==> src/rtl/gsm_pkg.sv <==
package gsm_pkg;

  typedef enum logic [2:0] {
    ST_IDLE   = 3'd0,
    ST_SETUP  = 3'd1,
    ST_HIGH   = 3'd2,
    ST_LOW    = 3'd3,
    ST_HOLD   = 3'd4,
    ST_SETTLE = 3'd5
  } gsm_state_e;

  function automatic int max2(input int a, input int b);
    return (a > b) ? a : b;
  endfunction

endpackage

==> src/rtl/gsm_timer.sv <==
module gsm_timer #(
  parameter int TW = 4
) (
  input  logic          clk,
  input  logic          rst_n,
  input  logic          load,
  input  logic [TW-1:0] load_val,
  output logic          zero
);
  logic [TW-1:0] cnt_q;
  logic          dec_en;

  assign dec_en = (cnt_q != '0);

  always_ff @(posedge clk or negedge rst_n) begin
    if (!rst_n) begin
      cnt_q <= '0;
    end else if (load) begin
      cnt_q <= load_val;
    end else if (dec_en) begin
      cnt_q <= cnt_q - 1'b1;
    end
  end

  assign zero = ~dec_en;
endmodule

==> src/rtl/gsm_shift.sv <==
module gsm_shift #(
  parameter int CODE_W = 8
) (
  input  logic              clk,
  input  logic              rst_n,
  input  logic              load,
  input  logic [CODE_W-1:0] load_code,
  input  logic              shift,
  output logic              dout,
  output logic              last_bit
);
  localparam int BW = (CODE_W > 1) ? $clog2(CODE_W) : 1;
  localparam logic [BW-1:0] LAST_IDX = BW'(CODE_W - 1);

  logic [CODE_W-1:0] sh_q;
  logic [BW-1:0]     idx_q;

  always_ff @(posedge clk or negedge rst_n) begin
    if (!rst_n) begin
      sh_q  <= '0;
      idx_q <= '0;
    end else if (load) begin
      sh_q  <= load_code;
      idx_q <= '0;
    end else if (shift) begin
      sh_q  <= {sh_q[CODE_W-2:0], 1'b0};
      idx_q <= idx_q + 1'b1;
    end
  end

  assign dout     = sh_q[CODE_W-1];
  assign last_bit = (idx_q == LAST_IDX);
endmodule

==> src/rtl/gsm_seq.sv <==
module gsm_seq
  import gsm_pkg::*;
#(
  parameter int TW           = 4,
  parameter int EN_SETUP_CYC = 3,
  parameter int CLK_HIGH_CYC = 2,
  parameter int CLK_LOW_CYC  = 2,
  parameter int EN_HOLD_CYC  = 1,
  parameter int SETTLE_CYC   = 4
) (
  input  logic          clk,
  input  logic          rst_n,
  input  logic          fire,
  input  logic          t_zero,
  input  logic          last_bit,
  output logic          t_load,
  output logic [TW-1:0] t_val,
  output logic          sh_load,
  output logic          sh_shift,
  output logic          en_n,
  output logic          sclk,
  output logic          done,
  output logic          busy
);
  localparam logic [TW-1:0] LD_SETUP  = TW'(EN_SETUP_CYC - 1);
  localparam logic [TW-1:0] LD_HIGH   = TW'(CLK_HIGH_CYC - 1);
  localparam logic [TW-1:0] LD_LOW    = TW'(CLK_LOW_CYC - 1);
  localparam logic [TW-1:0] LD_HOLD   = TW'(EN_HOLD_CYC - 1);
  localparam logic [TW-1:0] LD_SETTLE = TW'(SETTLE_CYC - 1);

  gsm_state_e st_q, st_d;
  logic       en_n_q, sclk_q, done_q;
  logic       en_n_d, sclk_d, done_d;

  always_comb begin
    st_d     = st_q;
    t_load   = 1'b0;
    t_val    = '0;
    sh_load  = 1'b0;
    sh_shift = 1'b0;
    done_d   = 1'b0;
    unique case (st_q)
      ST_IDLE: begin
        if (fire) begin
          st_d    = ST_SETUP;
          t_load  = 1'b1;
          t_val   = LD_SETUP;
          sh_load = 1'b1;
        end
      end
      ST_SETUP: begin
        if (t_zero) begin
          st_d   = ST_HIGH;
          t_load = 1'b1;
          t_val  = LD_HIGH;
        end
      end
      ST_HIGH: begin
        if (t_zero) begin
          sh_shift = 1'b1;
          t_load   = 1'b1;
          if (last_bit) begin
            st_d  = ST_HOLD;
            t_val = LD_HOLD;
          end else begin
            st_d  = ST_LOW;
            t_val = LD_LOW;
          end
        end
      end
      ST_LOW: begin
        if (t_zero) begin
          st_d   = ST_HIGH;
          t_load = 1'b1;
          t_val  = LD_HIGH;
        end
      end
      ST_HOLD: begin
        if (t_zero) begin
          st_d   = ST_SETTLE;
          t_load = 1'b1;
          t_val  = LD_SETTLE;
        end
      end
      ST_SETTLE: begin
        if (t_zero) begin
          st_d   = ST_IDLE;
          done_d = 1'b1;
        end
      end
      default: st_d = ST_IDLE;
    endcase
  end

  assign en_n_d = (st_d == ST_IDLE) || (st_d == ST_SETTLE);
  assign sclk_d = (st_d == ST_HIGH);

  always_ff @(posedge clk or negedge rst_n) begin
    if (!rst_n) begin
      st_q   <= ST_IDLE;
      en_n_q <= 1'b1;
      sclk_q <= 1'b0;
      done_q <= 1'b0;
    end else begin
      st_q   <= st_d;
      en_n_q <= en_n_d;
      sclk_q <= sclk_d;
      done_q <= done_d;
    end
  end

  assign en_n = en_n_q;
  assign sclk = sclk_q;
  assign done = done_q;
  assign busy = (st_q != ST_IDLE);
endmodule

==> src/rtl/gsm_amp.sv <==
module gsm_amp #(
  parameter logic RST_VAL = 1'b0
) (
  input  logic clk,
  input  logic rst_n,
  input  logic wr,
  input  logic wdata,
  input  logic busy,
  output logic amp_en
);
  logic en_q, pend_v_q, pend_d_q;
  logic wr_now, wr_park, apply_pend;

  assign wr_now     = wr & ~busy;
  assign wr_park    = wr & busy;
  assign apply_pend = pend_v_q & ~busy & ~wr;

  always_ff @(posedge clk or negedge rst_n) begin
    if (!rst_n) begin
      en_q <= RST_VAL;
    end else if (wr_now) begin
      en_q <= wdata;
    end else if (apply_pend) begin
      en_q <= pend_d_q;
    end
  end

  always_ff @(posedge clk or negedge rst_n) begin
    if (!rst_n) begin
      pend_v_q <= 1'b0;
      pend_d_q <= 1'b0;
    end else if (wr_park) begin
      pend_v_q <= 1'b1;
      pend_d_q <= wdata;
    end else if (wr_now || apply_pend) begin
      pend_v_q <= 1'b0;
    end
  end

  assign amp_en = en_q;
endmodule

==> src/rtl/gain_serial_master.sv <==
module gain_serial_master #(
  parameter int   CODE_W        = 8,
  parameter int   EN_SETUP_CYC  = 3,
  parameter int   CLK_HIGH_CYC  = 2,
  parameter int   CLK_LOW_CYC   = 2,
  parameter int   EN_HOLD_CYC   = 1,
  parameter int   SETTLE_CYC    = 4,
  parameter logic AMP_EN_RST    = 1'b0,
  parameter int   SYS_PERIOD_PS = 8000
) (
  input  logic              clk,
  input  logic              rst_n,
  input  logic              req_valid,
  input  logic [CODE_W-1:0] req_code,
  output logic              req_ready,
  input  logic              amp_wr,
  input  logic              amp_wdata,
  output logic              amp_en,
  output logic              ser_en_n,
  output logic              ser_clk,
  output logic              ser_dat,
  output logic              busy,
  output logic              done
);
  localparam int MAX_CYC = gsm_pkg::max2(gsm_pkg::max2(EN_SETUP_CYC, SETTLE_CYC),
                           gsm_pkg::max2(gsm_pkg::max2(CLK_HIGH_CYC, CLK_LOW_CYC), EN_HOLD_CYC));
  localparam int TW = (MAX_CYC > 1) ? $clog2(MAX_CYC) : 1;

  // reset is asserted asynchronously, released on a clock edge
  logic rst_m_q, rst_s_q;
  always_ff @(posedge clk or negedge rst_n) begin
    if (!rst_n) begin
      rst_m_q <= 1'b0;
      rst_s_q <= 1'b0;
    end else begin
      rst_m_q <= 1'b1;
      rst_s_q <= rst_m_q;
    end
  end

  logic          fire, t_load, t_zero, sh_load, sh_shift, last_bit;
  logic [TW-1:0] t_val;

  assign req_ready = ~busy;
  assign fire      = req_valid & req_ready;

  gsm_timer #(.TW(TW)) u_timer (
    .clk      (clk),
    .rst_n    (rst_s_q),
    .load     (t_load),
    .load_val (t_val),
    .zero     (t_zero)
  );

  gsm_shift #(.CODE_W(CODE_W)) u_shift (
    .clk       (clk),
    .rst_n     (rst_s_q),
    .load      (sh_load),
    .load_code (req_code),
    .shift     (sh_shift),
    .dout      (ser_dat),
    .last_bit  (last_bit)
  );

  gsm_seq #(
    .TW           (TW),
    .EN_SETUP_CYC (EN_SETUP_CYC),
    .CLK_HIGH_CYC (CLK_HIGH_CYC),
    .CLK_LOW_CYC  (CLK_LOW_CYC),
    .EN_HOLD_CYC  (EN_HOLD_CYC),
    .SETTLE_CYC   (SETTLE_CYC)
  ) u_seq (
    .clk      (clk),
    .rst_n    (rst_s_q),
    .fire     (fire),
    .t_zero   (t_zero),
    .last_bit (last_bit),
    .t_load   (t_load),
    .t_val    (t_val),
    .sh_load  (sh_load),
    .sh_shift (sh_shift),
    .en_n     (ser_en_n),
    .sclk     (ser_clk),
    .done     (done),
    .busy     (busy)
  );

  gsm_amp #(.RST_VAL(AMP_EN_RST)) u_amp (
    .clk    (clk),
    .rst_n  (rst_s_q),
    .wr     (amp_wr),
    .wdata  (amp_wdata),
    .busy   (busy),
    .amp_en (amp_en)
  );
endmodule

==> config.mk <==
export PLATFORM = sky130hd
export DESIGN_NAME = gain_serial_master
export DESIGN_NICKNAME = d
export VERILOG_FILES = /design/src/rtl/gsm_pkg.sv /design/src/rtl/gsm_timer.sv /design/src/rtl/gsm_shift.sv /design/src/rtl/gsm_seq.sv /design/src/rtl/gsm_amp.sv /design/src/rtl/gain_serial_master.sv
export SDC_FILE = /design/constraint.sdc
export NUM_CORES = 1
export LEC_CHECK = 0
export ABC_CLOCK_PERIOD_IN_PS = 1400
export CAP_MARGIN = 10
export CORE_ASPECT_RATIO = 1.25
export CORE_MARGIN = 3
export CORE_UTILIZATION = 51
export CTS_CLUSTER_SIZE = 24
export DETAILED_ROUTE_END_ITERATION = 8
export GPL_TIMING_DRIVEN = 0
export PLACE_DENSITY = 0.81
export SETUP_SLACK_MARGIN = 0.15
export SYNTH_ARGS = -nofsm -noshare
export SYNTH_HDL_FRONTEND = slang
export SYNTH_HIERARCHICAL = 1
export SYNTH_SLANG_ARGS = --single-unit
==> constraint.sdc <==
create_clock -name clk -period 1.4 [get_ports clk]
set_input_delay 0.14 -clock clk [delete_from_list [all_inputs] [get_ports clk]]
set_output_delay 0.14 -clock clk [all_outputs]
set_load 0.02 [all_outputs]
-- Word level (Yosys, flattened, before mapping)
Index checks and enable logic that the tools add are counted.
W data, S select, Z words.
- output and inout bits: 7
- input port bits: 13
- bits in latches: 0
- logic and storage cells: 70
- bits in registers: 24
- bits in writable memories: 0
- memory bits (read-only): 0
- memories kept: 0
- div/mod/pow operators: 0
- eq/ne operators: 8
- shift-type cells: 0
- $mul: 0
- bitwise logic cells: 7
- $add $sub $neg: 2
- reduce and logical (&&, ||, !) cells: 12
- multiplexer cells: 29
- magnitude comparators: 0
- operators with widths (kind ; count):
    $mux W3 ; 8
    $mux W8 ; 2
    $pmux W3 S5 ; 1
    $eq A3 B3 Y1 const B ; 4
    $mux W1 ; 11
    $mux W2 ; 5
    $reduce_bool A2 Y1 ; 5
    $eq A3 B2 Y1 const B ; 3
    $pmux W2 S4 ; 1
    $logic_not A3 Y1 ; 2
    $and A1 B1 Y1 ; 5
    $reduce_or A4 Y1 ; 1
    $add A3 B1 Y3 const B ; 1
    $eq A3 B1 Y1 const B ; 1
    $reduce_bool A3 Y1 ; 1
    $logic_or A1 B1 Y1 ; 2
    $not A1 Y1 ; 2
    $pmux W1 S2 ; 1
    $reduce_or A2 Y1 ; 1
    $sub A2 B1 Y2 const B ; 1

-- Logic depth before layout (Yosys ltp)
- depth after elaboration: 7
- gate-level depth with buffers: 9
- depth with buffers taken out: 7

-- Hierarchy
The synthesis kept the hierarchy.
- by module, submodules not included (module ; area an instance (µm²) ; times used ; seq. area each (µm²) ; cells each):
    gsm_shift ; 510.5 ; 1 ; 275.3 ; 46
    gsm_seq ; 365.4 ; 1 ; 151.4 ; 40
    gsm_amp ; 136.4 ; 1 ; 75.1 ; 11
    gsm_timer ; 113.9 ; 1 ; 50.0 ; 12
    gain_serial_master ; 63.8 ; 1 ; 50.0 ; 5

-- Least setup slack after synthesis
No wires, ideal clock.
- path kind: register to register
- start: register u_seq.st_q[0]
- end: register u_timer.cnt_q[1]
- cell stages (with the launch flop): 8
- path slack: -0.471 ns
- buffers on the path: 0
- arrival time: 1.747 ns
- period minus slack after synthesis: 1.871 ns
- required time: 1.276 ns
- setup time: 0.124 ns
- path through: dfrtp_1 > or3_4 > nor2b_1 > nand2b_1 > nor2_1 > a31o_1 > or2b_1 > o31a_1
- cells in the longest elaborated chain, start to end: 6
- elaborated cells between the ends (all ways): 16
- classes of those cells: eq/ne (4); mux (5); bitwise (2); reduce/logical (5)
- RTL lines (what ; RTL line ; text):
    start, declared ; gsm_seq.sv:31 ; gsm_state_e st_q, st_d;
    start signal, assigned ; gsm_seq.sv:105 ; st_q <= st_d;
    $reduce_bool A3 Y1 (*) ; gsm_seq.sv:115 ; assign busy = (st_q != ST_IDLE);
    net busy ; gain_serial_master.sv:22 ; output logic busy,
    $not A1 Y1 (*) ; gain_serial_master.sv:44 ; assign req_ready = ~busy;
    $and A1 B1 Y1 (*) ; gain_serial_master.sv:45 ; assign fire = req_valid & req_ready;
    net fire ; gain_serial_master.sv:41 ; logic fire, t_load, t_zero, sh_load, sh_shift, last_bit;
    $mux W1 (*) ; gsm_seq.sv:44 ; if (fire) begin
    $pmux W1 S2 (*) ; gsm_seq.sv:42 ; unique case (st_q)
    net t_load ; gain_serial_master.sv:41 ;
    $mux W2 or $reduce_bool A2 Y1 (tied branches) ; -- ;
    end signal, assigned ; gsm_timer.sv:19 ; cnt_q <= load_val;
    end signal, assigned ; gsm_timer.sv:21 ; cnt_q <= cnt_q - 1'b1;
    end, declared ; gsm_timer.sv:10 ; logic [TW-1:0] cnt_q;
The timed path passes the listed nets; every way through them passes the cells marked *.
A chain may end at the register's enable or synchronous reset.

-- Worst setup path after layout
- start: register u_seq.st_q[1]
- end: register u_timer.cnt_q[1]
- cells in the longest elaborated chain, start to end: 6
- elaborated cells between the ends (all ways): 16
- classes of those cells: eq/ne (4); mux (5); bitwise (2); reduce/logical (5)
- RTL lines (what ; RTL line):
    $reduce_bool A3 Y1 ; gsm_seq.sv:115
    $not A1 Y1 ; gain_serial_master.sv:44
    $and A1 B1 Y1 ; gain_serial_master.sv:45
    $mux W1 ; gsm_seq.sv:44
    $pmux W1 S2 (*) ; gsm_seq.sv:42
    net t_load ; gain_serial_master.sv:41
    $mux W2 or $reduce_bool A2 Y1 (tied branches) ; --
Marks and branches as above.

==> run metrics <==
Layout Nets=174; synth warn=6; Final Skew=0.00814 ns; Slew Viols, Final=0; Via density=5.34; crit-path cells=buf_6 -> or3_4 -> buf_4 -> a31o_1 -> buf_4 -> o31a_1; CTS Buf Count=3; CP Launch Type=register; Vias=999; CP arrival=2.00 ns; Ports=20; Max Root-Sink Buffers=2; Mapped Avg Cell Area=10.4 µm²; status=complete, but fails checks; r2r setup slk=-0.39 ns; drt first pass iters=4; DP HPWL=about 1500 µm; failing checks=negative setup slack; Seq pwr share=about 37%; Root Buffer=clkbuf_4; Total Routing Usage GR=19.6%; largest cells by area after synthesis=dfrtp_1, mux2i_1, nand2_1; Layout Cells excl Fill=187; register area share after synthesis=50.6%; Fin Setup TNS=-4.89 ns; placed instance count=163; die footprint=2950 µm²; Crit path depth=6; synth unique cells=35; antenna viol nets, final=0; CTS tree=done; Max Cap Viol=0; VDD IR-drop max=~1200 µV; Top Metal Used=met4; effective utilization at floorplan=between 50% and 60%; final period utilization=128%; DR iter-0 viols=23; Final GP Congestion=around 0.81; Worst-Margin Slew=slightly below 0.9 ns; Post-Syn Area=1190 µm²; Net Sw Frac=a little under two fifths; Post-Route WL=2820 µm; clock group share of total power=11.2%; port buffer count=19; worst hold path class=input port to register; area grow syn2layout=40.8%; WL met1=1080 µm; RR Endpoint=u_timer/cnt_q[1]$_DFFE_PN0P_; clk slew on worst S/H paths=0.13 ns; fmax=558 MHz; core area=2090 µm²; worst setup path start=u_seq/st_q[1]$_DFF_PN0_; final setup fails=18; RSZ-0062 raised after global routing=yes; slowest stage delay, CP=0.40 ns; grt ovf=0; Rel. slew slack=40.9%; largest net degree at the start of global routing=23; Die Wd=49.2 µm; slack of the critical path=-0.391 ns; Total Power=3.24 mW; H-tree depth=1; syn_nets=130; share of cells above drive strength 1=29.3%; CP max FO=3; ANT cells=0; CP endpoint kind=register; antenna violations before repair=0; vias in the first global route=between 900 and 1k; power per cell area=1930 nW/µm²; Crit path max-delay family=compound AO/OA/AOI/OAI gates; crit path capture=u_timer/cnt_q[1]$_DFFE_PN0P_; clock latency on the worst-skew pair=around 0.31 ns; Crit path top cell by count=buf_4; P_int=2.02 mW; worst reg2reg path depth=6; Seq cells post-synth=24; Yosys top cell area share=48.4%; Worst Path Buf+Inv=3; row cnt=18; slowest library cell on the worst path=dfrtp_1; Die Ht=approximately 60 µm; metal2 WL=between 1500 and 2000 µm; Crit Path Category=register to register; r2r startpoint=u_seq/st_q[1]$_DFF_PN0_; minimum clock period=1.79 ns; Mapped Cells=114; combinational cell fraction of total power=52.3%; Fin. Hold Viols=0; Net Sw Power=1.22 mW; leading area contributor after synthesis=dfrtp_1; WL per Instance=15.1 µm; Critical Path RT=1.61 ns; first-pass GRT wire length=4380 µm; Filler Cells Inserted=129; Leak Pwr=0.737 nW; clk sink count=24; met3 WL=94 µm; # DRC=0
worst min path at each step:
| stage | startpoint | to | slack, ns | cells past startpoint |
|---|---|---|---|---|
| floorplan | rst_n | rst_m_q$_DFF_PN0_ | -0.16 | 0 |
| finish | req_code[2] | u_shift/sh_q[2]$_DFFE_PN0P_ | 0.36 | 3 |
| global route | req_code[4] | u_shift/sh_q[4]$_DFFE_PN0P_ | 0.33 | 3 |
| detailed placement | rst_n | rst_m_q$_DFF_PN0_ | 0.31 | 1 |
| CTS | req_code[4] | u_shift/sh_q[4]$_DFFE_PN0P_ | 0.35 | 3 |
| global placement | rst_n | rst_m_q$_DFF_PN0_ | 0.31 | 1 |
what timing repair did:
| item | 4_1_cts | 5_1_grt |
|---|---|---|
| hold buffers | 1 | 0 |
| resized for setup | 25 | 17 |
| cloned | 0 | 2 |
| pin swaps | 3 | 1 |
| endpoints found under the hold margin | 2 | 0 |
| buffers inserted | 8 | 9 |
| setup endpoints to repair | 25 | 24 |
cell type report:
type	instances	area (µm²)	share of cell area [%]
multi-input combinational	80	569	34.0
timing repair buffer	39	347	20.7
clock buffer	4	36.3	2.17
buffer	6	67.6	4.03
tap	30	37.5	2.24
inverter	4	15.0	0.896
sequential	24	603	36.0
layer usage:
| metal | up-vias | global-route usage, % |
|---|---|---|
| li1 | 475 | - |
| met2 | 32 | 36.0 |
| met5 | - | 0 |
| met4 | 0 | 9.76 |
| met3 | 8 | 3.24 |
| met1 | 484 | 22.1 |
flip-flops by register name, indices dropped and copies added, names as in the netlist:
| register | count |
|---|---|
| rst_s_q | 1 |
| u_amp/pend_d_q | 1 |
| u_seq/done | 1 |
| u_amp/pend_v_q | 1 |
| u_seq/sclk | 1 |
| u_amp/amp_en | 1 |
| rst_m_q | 1 |
| u_shift/sh_q | 8 |
| u_seq/en_n | 1 |
| u_timer/cnt_q | 2 |
| u_shift/idx_q | 3 |
| u_seq/st_q | 3 |
synthesized netlist by cell type:
| library cell | n |
|---|---|
| nor3b_1 | 1 |
| o21bai_1 | 1 |
| a211oi_1 | 1 |
| buf_4 | 1 |
| or2b_1 | 1 |
| o22ai_1 | 2 |
| nor4b_1 | 1 |
| o21ai_0 | 2 |
| buf_6 | 4 |
| nand2b_1 | 5 |
| nand2_1 | 17 |
| o311a_1 | 1 |
| xnor2_1 | 1 |
| conb_1 | 1 |
| and2_1 | 1 |
| dfstp_2 | 1 |
| o21a_1 | 2 |
| ha_1 | 3 |
| o22a_1 | 1 |
| a2bb2oi_1 | 1 |
| dfrtp_1 | 23 |
| nor2b_1 | 2 |
| o31a_1 | 1 |
| buf_2 | 1 |
| o21ai_1 | 8 |
| or2_4 | 1 |
| or3_4 | 1 |
| mux2i_1 | 9 |
| a21oi_1 | 3 |
| inv_1 | 4 |
| o31ai_1 | 1 |
| mux2_4 | 1 |
| nor2_1 | 9 |
| xor2_1 | 1 |
| a31o_1 | 1 |
cells by family (layout without fill, tap and decap cells):
| group | Yosys count | count (layout) | synth area share [%] |
|---|---|---|---|
| AO/OA/AOI/OAI | 25 | 25 | 13.5 |
| XOR/XNOR | 2 | 2 | 1.47 |
| adder cells (fa/ha/maj) | 3 | 3 | 3.15 |
| buffers and inverters | 10 | 53 | 6.10 |
| flip-flops | 24 | 24 | 50.6 |
| multiplexers | 10 | 10 | 8.83 |
| other | 1 | 1 | 0.315 |
| AND/OR/NAND/NOR | 39 | 39 | 16.1 |
placed cells by master (no fill, tap or decap), types with 2 or more instances in the layout:
cell type	instances
a21oi_1	3
buf_4	16
buf_6	11
clkbuf_4	3
clkdlybuf4s50_1	12
dfrtp_1	22
dlygate4sd2_1	4
inv_1	3
mux2i_1	9
nand2_1	16
nand2b_1	4
nor2_1	7
nor2_4	2
o21a_1	2
o21ai_1	10
o22ai_1	2
worst min-delay path: cells and delay by family:
kind | cells | cell delay, ns
buf+inv | 1 | 0.39
simple gates | 1 | 0.06
compound gates | 1 | 0.05
power groups by stage:
stage               Clock, mW  Combinational [mW]  Sequential, mW
floorplan                   0               0.928            1.23
detailed placement          0                1.35            1.20
global route            0.422                1.84            1.22
global placement            0                1.29            1.19
CTS                     0.374                1.51            1.17
finish                  0.363                1.70            1.18
stage by stage:
stage          instance area, µm²  hold slack [ns]  worst slack, ns  utilization (%)
3_3_place_gp                 1430            0.310           -0.527             68.3
4_1_cts                      1560            0.352           -0.376             74.4
3_5_place_dp                 1430            0.313           -0.536             68.3
2_1_floorplan                1200           -0.156           -0.421                -
6_report                     1680            0.357           -0.391             80.0
5_1_grt                      1680            0.333           -0.463             80.0
Note: power is estimated with default switching activity, not from simulation.
